--- config.mk ---
export PLATFORM = sky130hd
export DESIGN_NAME = countdown_alarm
export DESIGN_NICKNAME = d
export VERILOG_FILES = /design/src/rtl/countdown_alarm_pkg.sv /design/src/rtl/countdown_alarm_dp.sv /design/src/rtl/countdown_alarm_ctrl.sv /design/src/rtl/countdown_alarm.sv
export SDC_FILE = /design/constraint.sdc
export NUM_CORES = 1
export LEC_CHECK = 0
export BUFFER_PORTS_ARGS = -buffer_cell sky130_fd_sc_hd__buf_4
export CORE_MARGIN = 1.5
export CORE_UTILIZATION = 50
export CTS_CLUSTER_DIAMETER = 100
export DETAILED_ROUTE_END_ITERATION = 10
export HOLD_SLACK_MARGIN = 0.08
export PLACE_DENSITY = 0.75
export SYNTH_ARGS = -nofsm -noshare
export SYNTH_HDL_FRONTEND = slang
export SYNTH_SLANG_ARGS = --single-unit
--- constraint.sdc ---
create_clock -name clk -period 2.5 [get_ports clk]
set_input_delay 0.5 -clock clk [delete_from_list [all_inputs] [get_ports clk]]
set_output_delay 0.5 -clock clk [all_outputs]
set_load 0.005 [all_outputs]
--- src/rtl/countdown_alarm_pkg.sv ---
package countdown_alarm_pkg;
  localparam int ADDR_W = 8;
  localparam int DATA_W = 32;

  localparam logic [ADDR_W-1:0] OFF_LOAD     = 8'h20;
  localparam logic [ADDR_W-1:0] OFF_CUR      = 8'h24;
  localparam logic [ADDR_W-1:0] OFF_CNT_EN   = 8'h28;
  localparam logic [ADDR_W-1:0] OFF_IRQ_EN   = 8'h2C;
  localparam logic [ADDR_W-1:0] OFF_STAT     = 8'h30;
  localparam logic [ADDR_W-1:0] OFF_WK_EN    = 8'h44;
  localparam logic [ADDR_W-1:0] OFF_WK_IRQEN = 8'h48;
  localparam logic [ADDR_W-1:0] OFF_WK_STAT  = 8'h4C;
  localparam logic [ADDR_W-1:0] OFF_WAKE_CFG = 8'h50;

  typedef struct packed {
    logic loadWr;
    logic cntEn;
  } ctrlStrobes_t;
endpackage

--- src/rtl/countdown_alarm_dp.sv ---
module countdown_alarm_dp
  import countdown_alarm_pkg::*;
#(
  parameter int CNT_W = DATA_W
) (
  input  logic             clk,
  input  logic             rstN,
  input  logic             tick,
  input  ctrlStrobes_t     st,
  input  logic [CNT_W-1:0] wrData,
  output logic [CNT_W-1:0] loadVal,
  output logic [CNT_W-1:0] curVal,
  output logic             expire
);
  localparam logic [CNT_W-1:0] ONE = CNT_W'(1);

  logic reloadReq;
  logic armed;

  // Expiry: last decrement from 1 to 0, never on a reload or load-write cycle.
  assign expire = tick & st.cntEn & armed & ~reloadReq & ~st.loadWr & (curVal == ONE);

  always_ff @(posedge clk or negedge rstN) begin
    if (!rstN) begin
      loadVal   <= '0;
      curVal    <= '0;
      reloadReq <= 1'b0;
      armed     <= 1'b0;
    end else if (st.loadWr) begin
      loadVal   <= wrData;
      reloadReq <= 1'b1;
    end else if (tick) begin
      if (reloadReq) begin
        curVal    <= loadVal;
        reloadReq <= 1'b0;
        armed     <= (loadVal != '0);
      end else if (st.cntEn && armed) begin
        curVal <= curVal - ONE;
        if (curVal == ONE) armed <= 1'b0;
      end
    end
  end
endmodule

--- src/rtl/countdown_alarm_ctrl.sv ---
module countdown_alarm_ctrl
  import countdown_alarm_pkg::*;
(
  input  logic              clk,
  input  logic              rstN,
  input  logic              wrEn,
  input  logic [ADDR_W-1:0] wrAddr,
  input  logic              wrBit,
  input  logic              weekHit,
  input  logic              expire,
  input  logic [DATA_W-1:0] loadVal,
  input  logic [DATA_W-1:0] curVal,
  input  logic [ADDR_W-1:0] rdAddr,
  output ctrlStrobes_t      st,
  output logic [DATA_W-1:0] rdData,
  output logic              alarmPend,
  output logic              irqEnBit,
  output logic              wakeBit,
  output logic              alarmIrq,
  output logic              wakeOut,
  output logic              weekIrq
);
  logic cntEnBit, weekEnBit, weekIrqEnBit, weekPend;
  logic clrPend, clrWeek;

  assign clrPend = wrEn && (wrAddr == OFF_STAT) && wrBit;
  assign clrWeek = wrEn && (wrAddr == OFF_WK_STAT) && wrBit;

  assign st.loadWr = wrEn && (wrAddr == OFF_LOAD);
  assign st.cntEn  = cntEnBit;

  always_ff @(posedge clk or negedge rstN) begin
    if (!rstN) begin
      cntEnBit     <= 1'b0;
      irqEnBit     <= 1'b0;
      wakeBit      <= 1'b0;
      weekEnBit    <= 1'b0;
      weekIrqEnBit <= 1'b0;
      alarmPend    <= 1'b0;
      weekPend     <= 1'b0;
    end else begin
      if (wrEn) begin
        unique case (wrAddr)
          OFF_CNT_EN:   cntEnBit     <= wrBit;
          OFF_IRQ_EN:   irqEnBit     <= wrBit;
          OFF_WAKE_CFG: wakeBit      <= wrBit;
          OFF_WK_EN:    weekEnBit    <= wrBit;
          OFF_WK_IRQEN: weekIrqEnBit <= wrBit;
          default: ;
        endcase
      end
      // A new event outranks a clear in the same cycle.
      alarmPend <= expire | (alarmPend & ~clrPend);
      weekPend  <= (weekHit & weekEnBit) | (weekPend & ~clrWeek);
    end
  end

  assign alarmIrq = alarmPend & irqEnBit;
  assign wakeOut  = alarmPend & wakeBit;
  assign weekIrq  = weekPend & weekIrqEnBit;

  always_comb begin
    rdData = '0;
    unique case (rdAddr)
      OFF_LOAD:     rdData = loadVal;
      OFF_CUR:      rdData = curVal;
      OFF_CNT_EN:   rdData[0] = cntEnBit;
      OFF_IRQ_EN:   rdData[0] = irqEnBit;
      OFF_STAT:     rdData[0] = alarmPend;
      OFF_WK_EN:    rdData[0] = weekEnBit;
      OFF_WK_IRQEN: rdData[0] = weekIrqEnBit;
      OFF_WK_STAT:  rdData[0] = weekPend;
      OFF_WAKE_CFG: rdData[0] = wakeBit;
      default:      rdData = '0;
    endcase
  end
endmodule

--- src/rtl/countdown_alarm.sv ---
module countdown_alarm
  import countdown_alarm_pkg::*;
(
  input  logic              clk,
  input  logic              rstN,
  input  logic              tick,
  input  logic              weekHit,
  input  logic              wrEn,
  input  logic [ADDR_W-1:0] wrAddr,
  input  logic [DATA_W-1:0] wrData,
  input  logic [ADDR_W-1:0] rdAddr,
  output logic [DATA_W-1:0] rdData,
  output logic              alarmIrq,
  output logic              wakeOut,
  output logic              weekIrq
);
  ctrlStrobes_t      st;
  logic [DATA_W-1:0] loadVal, curVal;
  logic              expire, alarmPend, irqEnBit, wakeBit;

  countdown_alarm_ctrl uCtrl (
    .clk(clk), .rstN(rstN), .wrEn(wrEn), .wrAddr(wrAddr), .wrBit(wrData[0]),
    .weekHit(weekHit), .expire(expire), .loadVal(loadVal), .curVal(curVal),
    .rdAddr(rdAddr), .st(st), .rdData(rdData), .alarmPend(alarmPend),
    .irqEnBit(irqEnBit), .wakeBit(wakeBit), .alarmIrq(alarmIrq),
    .wakeOut(wakeOut), .weekIrq(weekIrq)
  );

  countdown_alarm_dp #(.CNT_W(DATA_W)) uDp (
    .clk(clk), .rstN(rstN), .tick(tick), .st(st), .wrData(wrData),
    .loadVal(loadVal), .curVal(curVal), .expire(expire)
  );
endmodule

# [After elaboration in Yosys (flattened, before gate mapping)]
# Index checks and enable logic that the tools add are counted.
[word_totals] register_bits=73 in_bits=53 out_inout_bits=35 wordCells=73
[op_classes] addsub=1 eq_ne=18 n_mux=9 bitwise_logic=17 reduce_logical=17
[ops] cell="== test 8 x 6 -> 1 bit, second input constant" count=9
[ops] cell="== test 8 x 7 -> 1 bit, second input constant" count=8
[ops] cell="2-to-1 mux 32 bit" count=2
[ops] cell="one-hot mux 31 bit (2 select lines)" count=1
[ops] cell="== test 32 x 1 -> 1 bit, second input constant" count=1
[ops] cell="nonzero test 32 bit" count=1
[ops] cell="subtractor 32 x 1 -> 32 bit, second input constant" count=1
[ops] cell="AND 1 bit" count=11
[ops] cell="AND reduction 2 bit" count=5
[ops] cell="one-hot mux 1 bit (9 select lines)" count=1
[ops] cell="logical AND 1 bit" count=6
[ops] cell="nonzero test 2 bit" count=3
[ops] cell="2-to-1 mux 1 bit" count=5
[ops] cell="inverter 1 bit" count=4
[ops] cell="AND reduction 4 bit" count=1
[ops] cell="AND reduction 3 bit" count=1
[ops] cell="bitwise OR 1 bit" count=2

# [Logic depth before layout (Yosys ltp)]
# Gate-level depths: netlist (run 1).
[logic_depth] word_depth=6 ltp_mapped=8 mapped_depth_nobuf=6

# [By module]
# A second synthesis (run 1) with hierarchy kept.
[unflattened] cells_unflattened=418 area_unflattened_um2=4294.1
[by_module_without_submodules] module="countdown_alarm_dp" n_inst=1 cells_per_inst=327 area_each_um2=3423.3
[by_module_without_submodules] module="countdown_alarm_ctrl" n_inst=1 cells_per_inst=91 area_each_um2=870.8

# [Least setup slack after synthesis (run 1)]
# No wires, ideal clock.
[synth_path] path_type="input to output" start="in rdAddr[1]" end="out rdData[3]" arrival_time_ps=1666 required_ps=2000 setup_slack_ps=334 path_stages=5 n_path_buf=1 path_cell_list="nor3_1 nand3b_1 nor3b_1 clkbuf_1 a22o_2"
[synth_via] elab_chain_cells=2 elab_cells_between_ends=3 classes_between="eq/ne: 2; mux: 1"
[synth_lines] element="start, declared" line_no="countdown_alarm.sv:11" rtl="input logic [ADDR_W-1:0] rdAddr,"
[synth_lines] element="== test 8 x 6 -> 1 bit" line_no="countdown_alarm_ctrl.sv:64" rtl="unique case (rdAddr)"
[synth_lines] element="one-hot mux 31 bit (2 select lines) (*)" line_no="countdown_alarm_ctrl.sv:64"
[synth_lines] element="end, declared" line_no="countdown_alarm.sv:12" rtl="output logic [DATA_W-1:0] rdData,"
# Every way passes the cells marked *; elsewhere a longest branch is shown, timed or not.

# [Worst setup path in the final report (run 1)]
[layout_path] start="in rdAddr[1]" end="out rdData[13]"
# Same word-level chain as after synthesis.

==> reports/results.ini, run 1 <==
[status]
status = finished, final reports clean

[global_routing]
grt_pass1_vias = 3706
antenna_found_initial = 0
grt_max_degree = 72
grt-ovfl-total = 0
grt_util_all_layers_pct = 26.9
grt_pass1_wl_um = 18800

[yosys]
ys_types = 56
ys.flop_type = dfrtp_1
syn-num-nets = 498
async_reset_ff_share_pct = 100
synth_seq_area_share_pct = 42.8
ys_ff_latch = 73
syn_avg_cell_area_um2 = 9.65
yosys_warnings = 0
synth_edf_count = 0
syn-cell-area_um2 = 4270
synthTopCellsByCount = dfrtp_1 (73), mux2_2 (37), a22o_1 (35), nand2_1 (35), o21ai_0 (31)
synth_top_area_share_pct = 42.8
yosysTopAreaCell = dfrtp_1
synth_most_common_cell = dfrtp_1
synth_cells = 443
synth_area_leaders = dfrtp_1 (43%), mux2_2 (9.8%), a22o_1 (7.2%)

[critical_path]
critPathArrivalTime_ns = 1.87
cp.required_ns = 2.00
critical_path_class = input port to output port
rr_startpoint = uDp.curVal[15]$_DFFE_PN0P_
path_max_fanout = 14
reg2regPathDepth = 5
ff2ff_setup_slack_ns = 0.45
worstReg2RegEnd = uDp.curVal[26]$_DFFE_PN0P_
start_kind = input port
cp-end-kind = output port

[clock_network]
clock_sinks = 73
insertion_delay_ns = 0.34
clk_pin_slew_ns = 0.09
cts_resized = 0
numCtsBuffers = 9
cts_tree = yes
ctsHoldBuffers = 0
cts_setup_buffers = 0
cts-root-buf = clkbuf_8
htreeDepth = 3
cts_buffer_depth = 2

[timing]
setup_tns_ns = 0
rsz0062_at_grt = false
finalCritPeriodShare_pct = 94.8
min_period_ns = 2.37
hold_viol = 0
slew_headroom_pct = 49.8
max_freq_mhz = 422
skew_ns = 0.0118
setup_viol = 0
tightest_slew_ns = 0.753
drv_slew = 0

[pwr]
power_density_nw_per_um2 = 555
leakagePower_nw = 2.47
peakVddDrop_mv = 0.382

[floorplanning]
die-area_um2 = 9110
pin_count = 88
fp-row-count = 33
die_y_um = 95.4
fp.dieW_um = 95.4
start_util_pct = 51.7
core_um2 = 8260

[drt]
vias_per_cell = 6.37
postRouteWirelength_um = 11900
first_pass_iters = 5
drtIter0Drc = 274
ant_nets = 0
post_drt_wl_per_cell_um = 18.7
drc_errors = 0
vias = 4053

[finish]
finalNetCount = 581
diodes = 0
fin_util_pct = 64.6
drive_gt1_share_pct = 33.0
seq_area_um2 = 1830
multi_input_area_um2 = 2290
final_cell_area_um2 = 5330
fillCellCount = 706
area_growth_pct = 24.8
fin_cells = 636

[place]
hpwlAfterDp_um = 8330
dpl_cell_area_um2 = 5100
portBuffers = 87
gp_congestion = 0.866
post-place-cells = 620

[hold_path]
min_path_type = input port to asynchronous set/reset pin

[run]
drv_cap = 0

-- power by group --
| group | total, mW | switching, mW | internal [mW] |
|---|---|---|---|
| Sequential | 1.40 | 0.131 | 1.27 |
| Combinational | 0.500 | 0.261 | 0.239 |
| Clock | 1.06 | 0.471 | 0.593 |
| Total | 2.96 | 0.864 | 2.10 |
-- kinds of logic (layout without fill, tap and decap cells) --
logic type / Yosys count / in the layout / share of synthesized area, %
muxes: 43 / 43 / 11.4
and+or+nand+nor: 150 / 150 / 19.0
AOI/OAI and AO/OA: 133 / 133 / 22.1
buffers and inverters: 42 / 130 / 4.04
adders and majority gates: 2 / 2 / 0.586
DFF: 73 / 73 / 42.8
-- routing by layer --
metal,vias to the layer above,global-route usage [%],part of all wire [%],wire length [µm]
met5,-,0,0,0
met2,187,42.9,48,5670
met3,24,4.31,6.2,741
met4,0,9.19,2.3,272
met1,1979,37.3,44,5180
li1,1863,-,-,-
-- worst max-delay path by stage --
| stage | cells past startpoint | endpoint | slack, ns | start |
|---|---|---|---|---|
| 6_report | 7 | rdData[13] | 0.13 | rdAddr[1] |
| 5_1_grt | 7 | rdData[22] | 0.05 | rdAddr[1] |
| 4_1_cts | 7 | rdData[25] | 0.13 | rdAddr[1] |
| 3_5_place_dp | 7 | rdData[25] | 0.14 | rdAddr[1] |
| 2_1_floorplan | 5 | rdData[3] | 0.33 | rdAddr[1] |
| 3_3_place_gp | 7 | rdData[25] | 0.21 | rdAddr[1] |
-- final cells by class --
type | instances | area share [%]
Multi-Input combinational cell | 328 | 43.0
Sequential cell | 73 | 34.3
Timing Repair Buffer | 106 | 15.4
Clock buffer | 10 | 2.58
Tap cell | 105 | 2.46
Clock inverter | 6 | 1.69
Inverter | 8 | 0.563
-- worst max-delay path, cell delays in order --
cell	delay, ns
buf_4	0.11
nor3_1	0.25
nand3b_1	0.19
nor3b_2	0.25
buf_4	0.25
a22o_1	0.19
buf_4	0.11
-- stage by stage --
stage / setup WS [ns] / hold slack, ns / power, mW
2_1_floorplan: 0.334 / 0.204 / 1.67
3_3_place_gp: 0.207 / 0.477 / 1.89
3_5_place_dp: 0.139 / 0.505 / 1.91
4_1_cts: 0.131 / 0.133 / 2.96
5_1_grt: 0.0496 / 0.155 / 3.09
6_report: 0.131 / 0.116 / 2.96
-- cells in the final DEF, fill, tap and decap left out, drive strengths merged, types with 3 or more instances in the layout --
cell    count
buf       106
dfrtp      73
mux2       37
a22o       37
nand2      36
o21ai      31
nor2       26
a21oi      23
nor3       21
nor4       14
nand3      13
clkbuf     10
inv         9
nand4       8
and2        7
mux2i       5
a32oi       5
nor2b       4
a22oi       4
or3         4
nor3b       4
o21a        3
and4b       3
o41ai       3
o22ai       3
and3        3
o311ai      3
a31o        3
a31oi       3
o22a        3
-- registers in the layout (all words and copies together), names as in the netlist --
register,flops
uDp.curVal,32
uDp.reloadReq,1
uCtrl.weekIrqEnBit,1
uCtrl.weekPend,1
uDp.armed,1
uCtrl.irqEnBit,1
uCtrl.cntEnBit,1
uCtrl.alarmPend,1
uCtrl.weekEnBit,1
uCtrl.wakeBit,1
uDp.loadVal,32
Power figures use the tool's default switching activity.
==> inputs of run 2 (changes only) <==
Settings changed: CELL_PAD_IN_SITES_DETAIL_PLACEMENT set to 2, CELL_PAD_IN_SITES_GLOBAL_PLACEMENT set to 2, CORE_UTILIZATION 50 to 34, PLACE_DENSITY 0.75 to 0.81.
==> run 2 against run 1 <==
  * First-iteration DRC count shrank 26%
  * Non-clock buffer count fell by 3
  * Critical endpoint is now rdData[10]
  * Wire length is 34% higher
==> reports/results.ini, run 2 (synthesis results as in run 1) <==
[status]
status = finished, final reports clean  ; unchanged

[pwr]
combPwrFrac_pct = 16.3  ; was 16.9%
pwr-share-seq_pct = 43.5  ; was 47.2%
peakVddDrop_mv = 0.401  ; was 0.382 mV
switching_share_pct = 28.9  ; was 29.2%
power.net_switching_mw = 0.935  ; was 0.864 mW
p_int_mw = 2.30  ; was 2.10 mW
finalPower_mw = 3.23  ; was 2.96 mW
power_density_nw_per_um2 = 590  ; was 555 nW/µm²
leakagePower_nw = 2.49  ; was 2.47 nW
pwr-share-clk_pct = 40.2  ; was 35.9%

[finish]
fin_util_pct = 45.3  ; was 64.6%
area_growth_pct = 28.3  ; was 24.8%
final_common_cell = buf_4  ; unchanged
finalNetCount = 578  ; was 581
diodes = 0  ; unchanged
fin_cells = 696  ; was 636
final_cell_area_um2 = 5480  ; was 5330 µm²
layout_top_registers = uDp.curVal: 32 flops, uDp.loadVal: 32 flops  ; unchanged
layout_common_cells = buf_4 (99), dfrtp_1 (72), mux2_2 (37)  ; was buf_4 (104), dfrtp_1 (72), mux2_2 (37)
drive_gt1_share_pct = 32.2  ; was 33.0%

[critical_path]
critical_path_class = input port to output port  ; unchanged
path_max_fanout = 31  ; was 14
crit_path_cell_trace = buf_4, nor2b_1, nand3b_1, nor3b_2, buf_12, a22o_1, buf_4  ; was buf_4, nor3_1, nand3b_1, nor3b_2, buf_4, a22o_1, buf_4
crit_path_start = rdAddr[6]  ; was rdAddr[1]
critPathArrivalTime_ns = 1.88  ; was 1.87 ns
critPathTopFamily = simple AND/OR/NAND/NOR gates  ; unchanged
start_kind = input port  ; unchanged
reg2regPathDepth = 5  ; unchanged
worst-path-buf-inv = 3  ; unchanged
cp_slowest_cell = nor3b_2  ; was nor3_1
crit_path_end = rdData[10]  ; was rdData[13]
worst-path-stages = 7  ; unchanged
cp-end-kind = output port  ; unchanged
cp.required_ns = 2.00  ; about the same
crit_path_max_incr_delay_ns = 0.28  ; was 0.25 ns
ff2ff_setup_slack_ns = 0.27  ; was 0.45 ns
cp_common_cell = buf_4  ; unchanged
rr_startpoint = uDp.curVal[13]$_DFFE_PN0P_  ; was uDp.curVal[15]$_DFFE_PN0P_
worstReg2RegEnd = uCtrl.alarmPend$_DFF_PN0_  ; was uDp.curVal[26]$_DFFE_PN0P_

[timing]
hold_viol = 0  ; unchanged
drv_slew = 0  ; unchanged
tightest_slew_ns = 0.838  ; was 0.753 ns
setup_ws_ns = 0.120  ; was 0.131 ns
rsz0062_at_grt = false  ; unchanged
timing.hold.ws_ns = 0.160  ; was 0.116 ns
skew_ns = 0.00697  ; was 0.0118 ns
setup_tns_ns = 0  ; unchanged
min_period_ns = 2.38  ; was 2.37 ns
setup_viol = 0  ; unchanged
slew_headroom_pct = 44.1  ; was 49.8%
finalCritPeriodShare_pct = 95.2  ; was 94.8%
max_freq_mhz = 420  ; was 422 MHz

[drt]
wl_met1_um = 6890  ; was 5180 µm
wl_met2_um = 8000  ; was 5670 µm
topRoutingLayerUsed = met4  ; unchanged
first_pass_iters = 4  ; was 5
vias_per_cell = 5.88  ; was 6.37
vias = 4095  ; was 4,053
postRouteWirelength_um = 15900  ; was 11,900 µm
dr_wl_met3_um = 733  ; was 741 µm
drtIter0Drc = 204  ; was 274
drc_errors = 0  ; unchanged
ant_nets = 0  ; unchanged
post_drt_wl_per_cell_um = 22.8  ; was 18.7 µm

[place]
pre_cts_slack_ns = 0.0401  ; was 0.139 ns
gp_congestion = 0.809  ; was 0.866
dpl_cell_area_um2 = 5190  ; was 5100 µm²
portBuffers = 87  ; unchanged
hpwlAfterDp_um = 11100  ; was 8330 µm
post-place-cells = 680  ; was 620

[clock_network]
cts_buffer_depth = 2  ; unchanged
clock_sinks = 73  ; unchanged
cts_tree = yes  ; unchanged
clk_pin_slew_ns = 0.06  ; was 0.09 ns
cts_resized = 0  ; unchanged
cts_setup_buffers = 0  ; unchanged
numCtsBuffers = 9  ; unchanged
htreeDepth = 3  ; unchanged
cts-root-buf = clkbuf_16  ; was clkbuf_8
ctsHoldBuffers = 0  ; unchanged
insertion_delay_ns = 0.34  ; about the same

[floorplanning]
fp.dieW_um = 115  ; was 95.4 µm
die_y_um = 115  ; was 95.4 µm
core_um2 = 12100  ; was 8260 µm²
die-area_um2 = 13200  ; was 9110 µm²
fp-row-count = 40  ; was 33
pin_count = 88  ; unchanged
start_util_pct = 35.3  ; was 51.7%

[hold_path]
min_path_type = input port to asynchronous set/reset pin  ; unchanged

[global_routing]
grt_util_all_layers_pct = 25.2  ; was 26.9%
grt_pass1_wl_um = 25100  ; was 18,800 µm
grt_pass1_vias = 4527  ; was 3,706
antenna_found_initial = 0  ; unchanged
grt-ovfl-total = 0  ; unchanged
grt_max_degree = 56  ; was 72

[run]
drv_cap = 0  ; unchanged

-- run 2: power groups by stage --
stage / combinational, mW / clock [mW] / sequential, mW
after detailed placement: 0.528 / 0 / 1.43
after global routing: 0.590 / 1.38 / 1.42
after floorplan: 0.307 / 0 / 1.37
after CTS: 0.535 / 1.32 / 1.41
final: 0.527 / 1.30 / 1.41
after global placement: 0.490 / 0 / 1.42
-- run 2: worst min path at each step --
| stage | startpoint | end | slack (ns) | cells past startpoint |
|---|---|---|---|---|
| after detailed placement | uCtrl.weekEnBit$_DFFE_PN0P_ | uCtrl.weekPend$_DFF_PN0_ | 0.50 | 2 |
| after floorplan | rstN | uCtrl.alarmPend$_DFF_PN0_ | 0.20 | 0 |
| after CTS | rstN | uCtrl.alarmPend$_DFF_PN0_ | 0.19 | 1 |
| final | rstN | uDp.reloadReq$_DFFE_PN0P_ | 0.16 | 1 |
| after global routing | rstN | uCtrl.wakeBit$_DFFE_PN0P_ | 0.20 | 1 |
| after global placement | uCtrl.weekEnBit$_DFFE_PN0P_ | uCtrl.weekPend$_DFF_PN0_ | 0.48 | 2 |
-- run 2: layout make-up --
| type | count | area (µm²) |
|---|---|---|
| clock buffers | 13 | 250 |
| well taps | 168 | 210 |
| flip-flops and latches | 73 | 1830 |
| clock inverters | 3 | 40.0 |
| repair buffers | 103 | 823 |
| multi-input cells | 328 | 2300 |
| inverters | 8 | 30.0 |
| fillers | 1335 | 6630 |
-- run 2: layer usage --
metal  global-route usage [%]  vias to the layer above
li1                         -                     1859
met1                     32.4                     2117
met2                     42.9                      100
met3                     5.80                       19
met4                     7.00                        0
met5                        0                        -
==> inputs of run 3 (changes only) <==
Settings changed: CELL_PAD_IN_SITES_DETAIL_PLACEMENT 2 to 1, CELL_PAD_IN_SITES_GLOBAL_PLACEMENT 2 to 1, PLACE_DENSITY 0.81 to 0.75.
==> run 3 against run 2 <==
  * Critical path type unchanged
  * Clock-buffer cell count is the same
  * Clock power grew 11%
  * Critical endpoint is now rdData[7]
  * Via count shrank 2.7%
==> reports/results.ini, run 3 (synthesis results as in run 1) <==
[finish]
finalNetCount = 579  ; was 578
final_cell_area_um2 = 5540  ; was 5480 µm²
area_growth_pct = 29.6  ; was 28.3%
final_common_cell = buf_4  ; unchanged
layout_top_registers = uDp.curVal: 32 flops, uDp.loadVal: 32 flops  ; unchanged
layout_common_cells = buf_4 (99), dfrtp_1 (72), mux2_2 (37)  ; unchanged
fillCellCount = 1404  ; was 1,335
drive_gt1_share_pct = 32.4  ; was 32.2%
diodes = 0  ; unchanged

[critical_path]
critPathArrivalTime_ns = 1.88  ; about the same
cp-end-kind = output port  ; unchanged
worstReg2RegEnd = uDp.curVal[26]$_DFFE_PN0P_  ; was uCtrl.alarmPend$_DFF_PN0_
reg2regPathDepth = 5  ; unchanged
cp.required_ns = 2.00  ; about the same
rr_startpoint = uDp.curVal[15]$_DFFE_PN0P_  ; was uDp.curVal[13]$_DFFE_PN0P_
start_kind = input port  ; unchanged
critical_path_class = input port to output port  ; unchanged
path_max_fanout = 31  ; unchanged
ff2ff_setup_slack_ns = 0.32  ; was 0.27 ns

[pwr]
p_int_mw = 2.45  ; was 2.30 mW
combPwrFrac_pct = 15.1  ; was 16.3%
peakVddDrop_mv = 0.497  ; was 0.401 mV
pwr-share-clk_pct = 43.0  ; was 40.2%
switching_share_pct = 26.8  ; was 28.9%
power.net_switching_mw = 0.896  ; was 0.935 mW
power_density_nw_per_um2 = 605  ; was 590 nW/µm²
leakagePower_nw = 2.52  ; was 2.49 nW
finalPower_mw = 3.35  ; was 3.23 mW
pwr-share-seq_pct = 41.9  ; was 43.5%

[global_routing]
grt-ovfl-total = 0  ; unchanged
antenna_found_initial = 0  ; unchanged
grt_pass1_wl_um = 22700  ; was 25,100 µm
grt_max_degree = 41  ; was 56
grt_util_all_layers_pct = 22.4  ; was 25.2%
grt_pass1_vias = 4249  ; was 4,527

[clock_network]
insertion_delay_ns = 0.34  ; about the same
cts-root-buf = clkbuf_16  ; unchanged
cts_resized = 0  ; unchanged
numCtsBuffers = 9  ; unchanged
clock_sinks = 73  ; unchanged
cts_setup_buffers = 0  ; unchanged
cts_buffer_depth = 2  ; unchanged
ctsHoldBuffers = 0  ; unchanged
cts_tree = yes  ; unchanged
htreeDepth = 3  ; unchanged
clk_pin_slew_ns = 0.06  ; about the same

[floorplanning]
core_um2 = 12100  ; unchanged
die-area_um2 = 13200  ; unchanged
die_y_um = 115  ; unchanged
fp-row-count = 40  ; unchanged
fp.dieW_um = 115  ; unchanged
pin_count = 88  ; unchanged
start_util_pct = 35.3  ; unchanged

[timing]
rsz0062_at_grt = false  ; unchanged
timing.hold.ws_ns = 0.158  ; was 0.160 ns
max_freq_mhz = 421  ; was 420 MHz
drv_slew = 0  ; unchanged
finalCritPeriodShare_pct = 95.0  ; was 95.2%
setup_viol = 0  ; unchanged
skew_ns = 0.00917  ; was 0.00697 ns
min_period_ns = 2.38  ; about the same
tightest_slew_ns = 0.780  ; was 0.838 ns
hold_viol = 0  ; unchanged
slew_headroom_pct = 48.0  ; was 44.1%
setup_tns_ns = 0  ; unchanged

[place]
gp_congestion = 0.845  ; was 0.809
portBuffers = 87  ; unchanged
dpl_cell_area_um2 = 5210  ; was 5190 µm²
hpwlAfterDp_um = 10000  ; was 11,100 µm

[run]
drv_cap = 0  ; unchanged

[drt]
vias = 3985  ; was 4,095
postRouteWirelength_um = 14000  ; was 15,900 µm
drc_errors = 0  ; unchanged
ant_nets = 0  ; unchanged
post_drt_wl_per_cell_um = 20.1  ; was 22.8 µm
drtIter0Drc = 196  ; was 204
first_pass_iters = 4  ; unchanged
vias_per_cell = 5.73  ; was 5.88

[status]
status = finished, final reports clean  ; unchanged

[hold_path]
min_path_type = input port to asynchronous set/reset pin  ; unchanged

run 3: cell count changes in the layout (fill, tap and decap cells not counted), sizes merged:
cell,previous run,this run
bufinv,1,2
clkinv,2,0
buf,103,104
run 3: metal layers:
layer,part of all wire (%),global-route usage [%]
met1,43,28.8
met2,49,37.5
met3,5.2,5.11
met4,2.5,7.24
met5,0,0
run 3: worst max path at each step:
stage / start / end / slack (ns) / cells after the start
after CTS: rdAddr[1] / rdData[7] / 0.12 / 7
final: rdAddr[1] / rdData[7] / 0.12 / 7
after floorplan: rdAddr[1] / rdData[3] / 0.33 / 5
after detailed placement: rdAddr[1] / rdData[7] / 0.12 / 7
after global placement: rdAddr[1] / rdData[7] / 0.15 / 7
after global routing: rdAddr[1] / rdData[4] / 0.01 / 7
run 3: final cells by class:
class	count	area [µm²]	area share [%]
Clock buffer	13	270	4.88
Clock inverter	2	60.1	1.08
Inverter	8	30.0	0.542
Multi-Input combinational cell	328	2290	41.4
Sequential cell	73	1830	33.0
Tap cell	168	210	3.80
Timing Repair Buffer	104	843	15.2
run 3: power by group through the flow:
stage               combinational, mW  clock, mW  sequential, mW
global placement                0.480          0            1.42
floorplan                       0.307          0            1.37
global route                    0.567       1.51            1.42
detailed placement              0.503          0            1.42
finish                          0.505       1.44            1.40
CTS                             0.505       1.47            1.40
run 3: critical path: stages:
cell and delay (ns):
buf_4 0.11, nor3_1 0.26, nand3b_1 0.17, nor3b_2 0.28, buf_12 0.23, a22o_1 0.19, buf_4 0.11
run 3: through the flow:
step | setup slack (ns) | util [%] | cells
2_1_floorplan | 0.334 | - | 443
3_5_place_dp | 0.124 | 43.0 | 681
5_1_grt | 0.0124 | 45.7 | 696
3_3_place_gp | 0.152 | 43.0 | 681
4_1_cts | 0.117 | 45.7 | 696
6_report | 0.125 | 45.7 | 696
